$ cat config.mk
export PLATFORM = sky130hd
export DESIGN_NAME = lcd_init_seq
export DESIGN_NICKNAME = d
export VERILOG_FILES = /design/src/rtl/lcd_init_pkg.sv /design/src/rtl/lcd_ms_timer.sv /design/src/rtl/lcd_init_rom.sv /design/src/rtl/lcd_init_seq.sv
export SDC_FILE = /design/constraint.sdc
export NUM_CORES = 1
export LEC_CHECK = 0
export BUFFER_PORTS_ARGS = -buffer_cell sky130_fd_sc_hd__buf_2
export CAP_MARGIN = 20
export CORE_AREA = 2 2 143 145
export DETAILED_ROUTE_END_ITERATION = 8
export DIE_AREA = 0 0 145 147
export GPL_TIMING_DRIVEN = 0
export RECOVER_POWER = 50
export REMOVE_ABC_BUFFERS = 1
export SYNTH_ARGS = -nofsm -noshare
export SYNTH_HDL_FRONTEND = slang
export SYNTH_SLANG_ARGS = --single-unit
$ cat constraint.sdc
create_clock -name clk -period 5.6 [get_ports clk]
set_input_delay 1.12 -clock clk [delete_from_list [all_inputs] [get_ports clk]]
set_output_delay 1.12 -clock clk [all_outputs]
set_load 0.01 [all_outputs]
$ cat src/rtl/lcd_init_pkg.sv
package lcd_init_pkg;

  localparam int ENT_AW = 5;
  localparam int PAR_AW = 8;
  localparam int NPARAM = 150;
  localparam int MS_W   = 8;

  localparam logic [ENT_AW-1:0] SEQA_BASE  = 5'd0;
  localparam logic [ENT_AW-1:0] SEQA_LAST  = 5'd7;
  localparam logic [ENT_AW-1:0] SEQB_BASE  = 5'd8;
  localparam logic [ENT_AW-1:0] TRAIL_BASE = 5'd30;
  localparam logic [ENT_AW-1:0] ENT_LAST   = 5'd31;

  localparam logic [7:0] ID_SEQA  = 8'h80;
  localparam logic [7:0] RDID_CMD = 8'h04;

  typedef struct packed {
    logic [7:0] cmd;
    logic [4:0] cnt;
    logic [6:0] dly;
    logic [7:0] off;
  } entry_t;

  typedef enum logic [3:0] {
    S_IDLE, S_RHI1, S_RLO, S_RHI2, S_RDID,
    S_CMD, S_XFER, S_PAR, S_END, S_WAIT, S_NEXT
  } seq_state_t;

endpackage

$ cat src/rtl/lcd_ms_timer.sv
module lcd_ms_timer #(
  parameter int CLKS_PER_MS = 50000,
  parameter int MS_W        = 8
) (
  input  logic            clk,
  input  logic            rst,
  input  logic            load,
  input  logic [MS_W-1:0] ms,
  output logic            expired
);
  localparam int PW = $clog2(CLKS_PER_MS + 1);

  logic [PW-1:0]   pre;
  logic [MS_W-1:0] ms_left;

  always_ff @(posedge clk) begin
    if (rst) begin
      pre     <= '0;
      ms_left <= '0;
    end else if (load) begin
      pre     <= '0;
      ms_left <= ms;
    end else if (ms_left != '0) begin
      if (pre == PW'(CLKS_PER_MS - 1)) begin
        pre     <= '0;
        ms_left <= ms_left - 1'b1;
      end else begin
        pre <= pre + 1'b1;
      end
    end
  end

  assign expired = !load && (ms_left == '0);
endmodule

$ cat src/rtl/lcd_init_rom.sv
module lcd_init_rom
  import lcd_init_pkg::*;
(
  input  logic [ENT_AW-1:0] eidx,
  output entry_t            ent,
  input  logic [PAR_AW-1:0] paddr,
  output logic [7:0]        pbyte
);
  // Parameter bytes, byte 0 in the leftmost position.
  localparam logic [511:0] BANK0 = 512'h086622e2ff04006a_00070d1013190f0c_050806130f30201f_1f20300f13060805_0c0f1913100d0700_0102ff9806600110_617401011b127100_000001010500fff2;
  localparam logic [511:0] BANK1 = 512'h0100400123456701_234567012222badc_26282222747f0f00_030b0008a0000000_0000207400000082_0013138005402817_757920006600030b_0c0e08c504080c13;
  localparam logic [175:0] BANK2 = 176'h1111140c10000d11_0c0c047603080b16_100d160a0000;
  localparam logic [NPARAM*8-1:0] PROM = {BANK0, BANK1, BANK2};

  // Entry fields: command, parameter count, wait in ms, parameter offset.
  always_comb begin
    case (eidx)
      5'd0:  ent = '{8'h36, 5'd1,  7'd0,   8'd0};
      5'd1:  ent = '{8'h3A, 5'd1,  7'd0,   8'd1};
      5'd2:  ent = '{8'hB6, 5'd4,  7'd0,   8'd2};
      5'd3:  ent = '{8'hC5, 5'd2,  7'd0,   8'd6};
      5'd4:  ent = '{8'hE0, 5'd16, 7'd0,   8'd8};
      5'd5:  ent = '{8'hE1, 5'd16, 7'd20,  8'd24};
      5'd6:  ent = '{8'hB0, 5'd1,  7'd0,   8'd40};
      5'd7:  ent = '{8'hB4, 5'd1,  7'd100, 8'd41};
      5'd8:  ent = '{8'hFF, 5'd3,  7'd0,   8'd42};
      5'd9:  ent = '{8'hBA, 5'd1,  7'd0,   8'd45};
      5'd10: ent = '{8'hBC, 5'd21, 7'd0,   8'd46};
      5'd11: ent = '{8'hBD, 5'd8,  7'd0,   8'd67};
      5'd12: ent = '{8'hBE, 5'd9,  7'd0,   8'd75};
      5'd13: ent = '{8'hC7, 5'd1,  7'd0,   8'd84};
      5'd14: ent = '{8'hED, 5'd3,  7'd0,   8'd85};
      5'd15: ent = '{8'hC0, 5'd3,  7'd0,   8'd88};
      5'd16: ent = '{8'hFC, 5'd1,  7'd0,   8'd91};
      5'd17: ent = '{8'hB6, 5'd1,  7'd0,   8'd92};
      5'd18: ent = '{8'hDF, 5'd6,  7'd0,   8'd93};
      5'd19: ent = '{8'hF3, 5'd1,  7'd0,   8'd99};
      5'd20: ent = '{8'hB4, 5'd3,  7'd0,   8'd100};
      5'd21: ent = '{8'hF7, 5'd1,  7'd0,   8'd103};
      5'd22: ent = '{8'hB1, 5'd3,  7'd0,   8'd104};
      5'd23: ent = '{8'hF2, 5'd4,  7'd0,   8'd107};
      5'd24: ent = '{8'hC1, 5'd4,  7'd0,   8'd111};
      5'd25: ent = '{8'h36, 5'd1,  7'd0,   8'd115};
      5'd26: ent = '{8'h3A, 5'd1,  7'd0,   8'd116};
      5'd27: ent = '{8'hE0, 5'd16, 7'd0,   8'd117};
      5'd28: ent = '{8'hE1, 5'd16, 7'd0,   8'd133};
      5'd29: ent = '{8'h35, 5'd1,  7'd0,   8'd149};
      5'd30: ent = '{8'h29, 5'd0,  7'd100, 8'd0};
      default: ent = '{8'h11, 5'd0, 7'd0,  8'd0};
    endcase
  end

  always_comb begin
    if (int'(paddr) < NPARAM) pbyte = PROM[(NPARAM - 1 - int'(paddr))*8 +: 8];
    else                      pbyte = 8'h00;
  end
endmodule

$ cat src/rtl/lcd_init_seq.sv
module lcd_init_seq
  import lcd_init_pkg::*;
#(
  parameter int CLKS_PER_MS = 50000,
  parameter int WD_CYCLES   = 4096,
  parameter int RST_HI_MS   = 100,
  parameter int RST_LO_MS   = 40
) (
  input  logic       clk,
  input  logic       rst,
  input  logic       start,
  output logic       panel_rst_n,
  output logic       ser_req,
  output logic       ser_rd,
  output logic       ser_dc,
  output logic [7:0] ser_data,
  input  logic       ser_ack,
  input  logic       ser_err,
  input  logic [7:0] ser_rdata,
  output logic       done,
  output logic       error
);
  localparam int WDW = $clog2(WD_CYCLES + 1);

  seq_state_t        st;
  logic [ENT_AW-1:0] eidx;
  entry_t            ent;
  logic [PAR_AW-1:0] paddr;
  logic [7:0]        pbyte;
  logic [4:0]        pleft;
  logic [WDW-1:0]    wd_cnt;
  logic              wd_exp;
  logic              xfer_end;
  logic              xfer_fail;
  logic              tmr_load;
  logic [MS_W-1:0]   tmr_ms;
  logic              tmr_exp;

  lcd_init_rom u_rom (
    .eidx  (eidx),
    .ent   (ent),
    .paddr (paddr),
    .pbyte (pbyte)
  );

  lcd_ms_timer #(.CLKS_PER_MS(CLKS_PER_MS), .MS_W(MS_W)) u_tmr (
    .clk     (clk),
    .rst     (rst),
    .load    (tmr_load),
    .ms      (tmr_ms),
    .expired (tmr_exp)
  );

  always_ff @(posedge clk) begin
    if (rst || !ser_req) wd_cnt <= '0;
    else                 wd_cnt <= wd_cnt + 1'b1;
  end

  assign wd_exp    = ser_req && (wd_cnt == WDW'(WD_CYCLES - 1));
  assign xfer_end  = ser_ack || wd_exp;
  assign xfer_fail = !ser_ack || ser_err;

  always_ff @(posedge clk) begin
    if (rst) begin
      st          <= S_IDLE;
      panel_rst_n <= 1'b1;
      ser_req     <= 1'b0;
      ser_rd      <= 1'b0;
      ser_dc      <= 1'b0;
      ser_data    <= '0;
      done        <= 1'b0;
      error       <= 1'b0;
      eidx        <= '0;
      paddr       <= '0;
      pleft       <= '0;
      tmr_load    <= 1'b0;
      tmr_ms      <= '0;
    end else begin
      tmr_load <= 1'b0;
      case (st)
        S_IDLE: if (start) begin
          done     <= 1'b0;
          error    <= 1'b0;
          tmr_load <= 1'b1;
          tmr_ms   <= MS_W'(RST_HI_MS);
          st       <= S_RHI1;
        end
        S_RHI1: if (tmr_exp) begin
          panel_rst_n <= 1'b0;
          tmr_load    <= 1'b1;
          tmr_ms      <= MS_W'(RST_LO_MS);
          st          <= S_RLO;
        end
        S_RLO: if (tmr_exp) begin
          panel_rst_n <= 1'b1;
          tmr_load    <= 1'b1;
          tmr_ms      <= MS_W'(RST_HI_MS);
          st          <= S_RHI2;
        end
        S_RHI2: if (tmr_exp) begin
          ser_req  <= 1'b1;
          ser_rd   <= 1'b1;
          ser_dc   <= 1'b0;
          ser_data <= RDID_CMD;
          st       <= S_RDID;
        end
        S_RDID: if (xfer_end) begin
          ser_req <= 1'b0;
          ser_rd  <= 1'b0;
          if (!xfer_fail && ser_rdata == ID_SEQA) eidx <= SEQA_BASE;
          else                                    eidx <= SEQB_BASE;
          if (xfer_fail) error <= 1'b1;
          st <= S_CMD;
        end
        S_CMD: begin
          ser_req  <= 1'b1;
          ser_dc   <= 1'b0;
          ser_data <= ent.cmd;
          pleft    <= ent.cnt;
          paddr    <= ent.off;
          st       <= S_XFER;
        end
        S_XFER: if (xfer_end) begin
          ser_req <= 1'b0;
          if (xfer_fail) begin
            error <= 1'b1;
            st    <= S_END;
          end else if (pleft != '0) begin
            st <= S_PAR;
          end else begin
            st <= S_END;
          end
        end
        S_PAR: begin
          ser_req  <= 1'b1;
          ser_dc   <= 1'b1;
          ser_data <= pbyte;
          paddr    <= paddr + 1'b1;
          pleft    <= pleft - 1'b1;
          st       <= S_XFER;
        end
        S_END: if (ent.dly != '0) begin
          tmr_load <= 1'b1;
          tmr_ms   <= MS_W'(ent.dly);
          st       <= S_WAIT;
        end else begin
          st <= S_NEXT;
        end
        S_WAIT: if (tmr_exp) st <= S_NEXT;
        S_NEXT: begin
          if (eidx == ENT_LAST) begin
            done <= 1'b1;
            st   <= S_IDLE;
          end else begin
            eidx <= (eidx == SEQA_LAST) ? TRAIL_BASE : eidx + 1'b1;
            st   <= S_CMD;
          end
        end
        default: st <= S_IDLE;
      endcase
    end
  end
endmodule

### Yosys cells after proc, flatten, opt, wreduce, memory -nomap -nowiden

Memory sizes are Yosys's and may differ from the RTL's. A register that Yosys moved wholly into a read port is not among the register bits.
Cells that the tools add are included.
Widths: inputs -> output; s select.

* flip-flop bits (word level): 82
* bits in read-only memories: 800
* bits of input ports: 13
* output and inout bits: 14
* word-level logic and storage cells: 143
* memories: 1

Memory list
* (no name shown): depth 32, bits a word 25, rd ports 1, clocked after Yosys merged registers in 1, wr ports 0, RTL line lcd_init_rom.sv:17 `case (eidx)`

* $add $sub $neg: 7
* order comparisons: 1
* equal/unequal tests: 27
* shifts and indexed selects: 1
* muxes and demuxes: 50
* reduce and logical (&&, ||, !) cells: 40

Operator list (number)
* $shiftx 1200x32->8 const A: 1
* $mux 8: 9
* $mux 4: 10
* $pmux 4 s10: 1
* $pmux 8 s4: 1
* $mux 5: 5
* $pmux 8 s3: 1
* $ne 2x2->1 const B: 10
* $pmux 5 s2: 2
* $add 16x1->16 const B: 1
* $eq 16x16->1 const B: 1
* $eq 4x3->1 const B: 4
* $mux 16: 1
* $pmux 8 s2: 1
* $reduce_bool 2->1: 8
* $reduce_and 3->1: 5
* $add 13x1->13 const B: 1
* $eq 13x12->1 const B: 1
* $eq 4x4->1 const B: 3
* $mux 1: 10
* $pmux 1 s3: 3
* $sub 8x8->9 const A: 1
* $add 8x1->8 const B: 1
* $eq 4x2->1 const B: 2
* other kinds (27): 43

### Longest topological paths before layout

* depth in word-level cells: 9
* depth in mapped cells: 14
* depth with buffers taken out: 13

### By module

From an unflattened synthesis, not the netlist that was laid out.

* cell total of the unflattened synthesis: 1072
* area, all modules: 7845.0 µm²

Modules (own cells, without submodules)
* lcd_init_rom: times used 1, cells each 528, area each 3368.2 µm²
* lcd_init_seq: times used 1, cells each 368, area each 3009.1 µm²
* lcd_ms_timer: times used 1, cells each 176, area each 1467.7 µm²

### Least setup slack after synthesis

No wires, ideal clock.

* path kind: input to register
* start: in ser_ack
* end: reg u_rom.ent[20] (netlist name)
* library setup time: 128 ps
* data arrival time: 3265 ps
* required time: 5472 ps
* path slack: 2207 ps
* cell stages on the path: 11
* path through: inv_1 -> o41a_1 -> a21o_1 -> buf_6 -> a22oi_1 -> nor2_1 -> inv_1 -> ha_1 -> or4_1 -> o41ai_1 -> o32ai_1

* word-level cells in the longest chain between the ends: 9
* elaborated cells between the ends (all ways): 12

RTL lines
* start: declaration: RTL line lcd_init_seq.sv:17 `input logic ser_ack,`
* $logic_not 1->1: RTL line lcd_init_seq.sv:61 `assign xfer_fail = !ser_ack || ser_err;`
* $logic_or 1x1->1: RTL line lcd_init_seq.sv:61
* $logic_not 1->1: RTL line lcd_init_seq.sv:110 `if (!xfer_fail && ser_rdata == ID_SEQA) eidx <= SEQA_BASE;`
* $logic_and 1x1->1: RTL line lcd_init_seq.sv:110
* $mux 4: RTL line lcd_init_seq.sv:110
* $mux 5: RTL line lcd_init_seq.sv:107 `S_RDID: if (xfer_end) begin`
* $pmux 5 s2: RTL line lcd_init_seq.sv:80 `case (st)`
* $mux 5 (no source line) * (2 in series)

Mark *: on every way between the ends. The rest lies on a longest branch, timed or not. The select of a mux whose other input is x is not followed.
A chain may end at the register's enable or synchronous reset.

### Worst setup path after layout

* start: reg paddr[2]
* end: reg ser_data[1]

* word-level cells in the longest chain between the ends: 4
* elaborated cells between the ends (all ways): 5

RTL lines
* start: declaration: RTL line lcd_init_seq.sv:28 `logic [PAR_AW-1:0] paddr;`
* start signal: assignment: RTL line lcd_init_seq.sv:120 `paddr <= ent.off;`
* start signal: assignment: RTL line lcd_init_seq.sv:138 `paddr <= paddr + 1'b1;`
* $sub 8x8->9: RTL line lcd_init_rom.sv:54 `if (int'(paddr) < NPARAM) pbyte = PROM[(NPARAM - 1 - int'(paddr))*8 +: 8];`
* $shiftx 1200x32->8: RTL line lcd_init_rom.sv:54
* $mux 8 *: RTL line lcd_init_rom.sv:54
* $pmux 8 s3 *: RTL line lcd_init_seq.sv:80
* end signal: assignment: RTL line lcd_init_seq.sv:118 `ser_data <= ent.cmd;`
* end signal: assignment: RTL line lcd_init_seq.sv:137 `ser_data <= pbyte;`
* end: declaration: RTL line lcd_init_seq.sv:16 `output logic [7:0] ser_data,`

Mark *: on every way between the ends. The rest lies on a longest branch, timed or not.

==> run_results.csv <==
group,metric,value,unit
finish,drive_gt1_frac,0.0719,
sta,fin_crit,4.21,ns
power_and_ir_drop,p_per_area,227,nW/um2
grt,grt_antenna_before_repair,0,
worst_setup_path,r2r-start,"paddr[2]",
synthesis,synthArstFlopShare,0,
clock_network,numCtsBuffers,9,
clock_network,cts_hold_buf,0,
die,die_y,147,um
die,initial_utilization,0.390,
clock_network,htree_levels,3,
die,rows,52,
sta,slew_violations,0,
clock_network,cts_num_sinks,103,
routing,postRouteAntennaNets,0,
status,status,"completed",
routing,wl,22900,um
synthesis,syn_avg_cell_area,7.47,um2
placed_design,placed_area,8030,um2
flow_run,cap_viol_max_count,0,
power_and_ir_drop,p_total,1890,uW
worst_setup_path,endpoint_kind,"flop",
routing,wl_per_cell,18.0,um
die,die_w,145,um
hold_path,hold_start,"tmr_ms[2]",
die,die_area,21300,um2
finish,layout.nets,1035,
sta,hold_violations,0,
grt,grt_max_degree,59,
sta,fin_crit_sh,0.752,
routing,drt_iter0_drc,975,
placed_design,dp_hpwl,15500,um
worst_setup_path,required,5.79,ns
grt,first_global_vias,7201,
grt,grt_pass1_wl,37400,um
routing,drtPass1Iterations,6,
synthesis,yosys_warnings,0,
grt,grt_overflow,0,
clock_network,clkLatencyLatePin,0.36,ns
synthesis,netlist_instances,1036,
clock_network,cts_tree,"built",
worst_setup_path,worstPathMaxFanout,46,
clock_network,cts_setup_buffers,0,
sta,rsz0062_at_grt,"false",
finish,antennaDiodeCount,0,
power_and_ir_drop,p_int,1270,uW
clock_network,cts_resized,0,
synthesis,yosysSeqAreaShare,0.267,
synthesis,synthTopCellsByArea,"dfxtp_1, a21oi_1, nor2_1",
worst_setup_path,critPathLaunch,"paddr[2]",
die,coreArea,19800,um2
power_and_ir_drop,leakage,0.00279,uW
sta,max_freq,237,MHz
power_and_ir_drop,swShare,0.330,
power_and_ir_drop,p_switching,623,uW
routing,viasPerCell,6.19,
worst_setup_path,critical_path_class,"reg2reg",
sta,skew,0.0103,ns
synthesis,synth-edff-count,0,
worst_setup_path,cp.arrival,4.41,ns
hold_path,hold_end,"tmr_ms[2]",
worst_setup_path,rr_endpoint,"ser_data[1]",
worst_setup_path,r2r_setup_slack,1.39,ns
synthesis,synth_area,7730,um2
synthesis,yosysTopAreaCell,"dfxtp_1",
clock_network,cts.clk_slew.worst_paths,0.08,ns
sta,max_slew_margin,0.222,
sta,setup_viol_count_final,0,
power_and_ir_drop,vdd_drop_max,0.155,mV
power_and_ir_drop,p_seq_frac,0.450,
placed_design,io_buffers,26,
synthesis,yosysTopAreaCellShare,0.267,
placed_design,place.gp.congestion,0.920,
clock_network,clock_path_buffers,2,
hold_path,hold_path_depth,2,
routing,drc,0,
synthesis,yosysUniqueCellTypes,92,
worst_setup_path,reg2regPathDepth,7,
power_and_ir_drop,power_frac_clock,0.333,
synthesis,synthFlopType,"dfxtp_1",
hold_path,hp-class,"reg2reg",
grt,grt_usage,0.211,
finish,area_growth,7.36,%
clock_network,root_buffer,"clkbuf_16",
sta,worstMarginPinSlew,1.17,ns
finish,design_area,8300,um2
synthesis,ys_seq_elements,103,
worst_setup_path,startpoint_type,"flop",
routing,vias,7879,
power_and_ir_drop,p_comb_frac,0.218,
die,ios,27,
-- placed cells by master (no fill, tap or decap), types with 12 or more instances in the layout --
cell type	Yosys	layout
a211oi_1	17	17
a21oi_1	80	80
a22oi_1	17	17
clkbuf_1	61	17
dfxtp_1	103	101
ha_1	25	24
inv_1	31	31
mux2i_1	20	21
nand2_1	84	84
nand3_1	35	35
nand4_1	12	12
nor2_1	105	105
nor3_1	42	42
o21ai_0	71	70
o22ai_1	20	20
xnor2_1	27	24
xor2_1	19	18
-- critical path, stage by stage, from the launching register on --
cell and delay [ns]:
dfxtp_1 0.80, ha_2 0.84, clkinv_1 0.79, nand2_1 0.48
nor2_1 0.12, a221o_1 0.39, a311oi_1 0.46, o22ai_1 0.16
-- cells in the mapped netlist, drive strengths merged (18+ instances only) --
library cell / count
inv: 33
nor3: 43
nand2: 85
a21oi: 81
o22ai: 20
nor2: 105
buf: 26
a211oi: 18
ha: 25
xor2: 19
o21ai: 74
clkbuf: 61
nand3: 35
mux2i: 22
dfxtp: 103
xnor2: 27
-- logic make-up (layout without fill, tap and decap cells) --
logic type	Yosys count	in the layout	share of synthesized area
AOI/OAI and AO/OA	353	353	0.310
xor gates and xnor gates	46	46	0.0521
adders and majority gates	26	26	0.0417
buffers and inverters	123	89	0.0660
DFF	103	103	0.267
muxes	28	28	0.0398
and+or+nand+nor	357	357	0.223
-- state kept, by name, summed over array words and instances (netlist names) --
signal,count
u_tmr.pre,16
ser_req,1
done,1
ser_data,8
tmr_ms,5
paddr,8
wd_cnt,13
error,1
u_tmr.ms_left,8
ser_dc,1
u_rom.ent,24
ser_rd,1
st,4
pleft,5
panel_rst_n,1
eidx,5
tmr_load,1
-- area by class of cell --
| cell class | instances | area [um2] |
|---|---|---|
| Sequential cell | 103 | 2060 |
| Inverter | 36 | 141 |
| Clock buffer | 9 | 225 |
| Timing Repair Buffer | 37 | 272 |
| Multi-Input combinational cell | 810 | 5190 |
| Tap cell | 270 | 338 |
| Fill cell | 2034 | 11500 |
| Clock inverter | 7 | 72.6 |
-- worst max-delay path by stage --
stage,to
global placement,ser_data[0]
CTS,u_rom.ent[26]
detailed placement,u_rom.ent[20]
finish,ser_data[1]
global route,ser_data[1]
floorplan,ser_data[5]
-- power groups by stage --
stage	logic, uW	clock network (uW)	registers, uW
CTS	413	650	849
floorplan	278	0	863
global placement	368	0	886
finish	412	628	849
global route	459	675	858
detailed placement	411	0	866
-- per-stage QoR --
step           TNS, ns  worst slack, ns  instances  hold WS (ns)   util
3_3_place_gp     -1.93           -0.396       1245         0.441  0.395
5_1_grt              0             1.21       1272         0.497  0.418
4_1_cts              0             1.60       1270         0.459  0.419
2_1_floorplan        0             1.42        949         0.425      -
6_report             0             1.39       1272         0.461  0.418
3_5_place_dp         0             1.30       1254         0.449  0.404
-- routing by layer --
metal	global-route usage	up-vias	share of wire
li1	-	3783	-
met1	0.290	3637	0.45
met2	0.319	384	0.43
met3	0.0394	75	0.084
met4	0.0990	0	0.039
met5	0	-	0
Note: power is estimated with default switching activity, not from simulation.
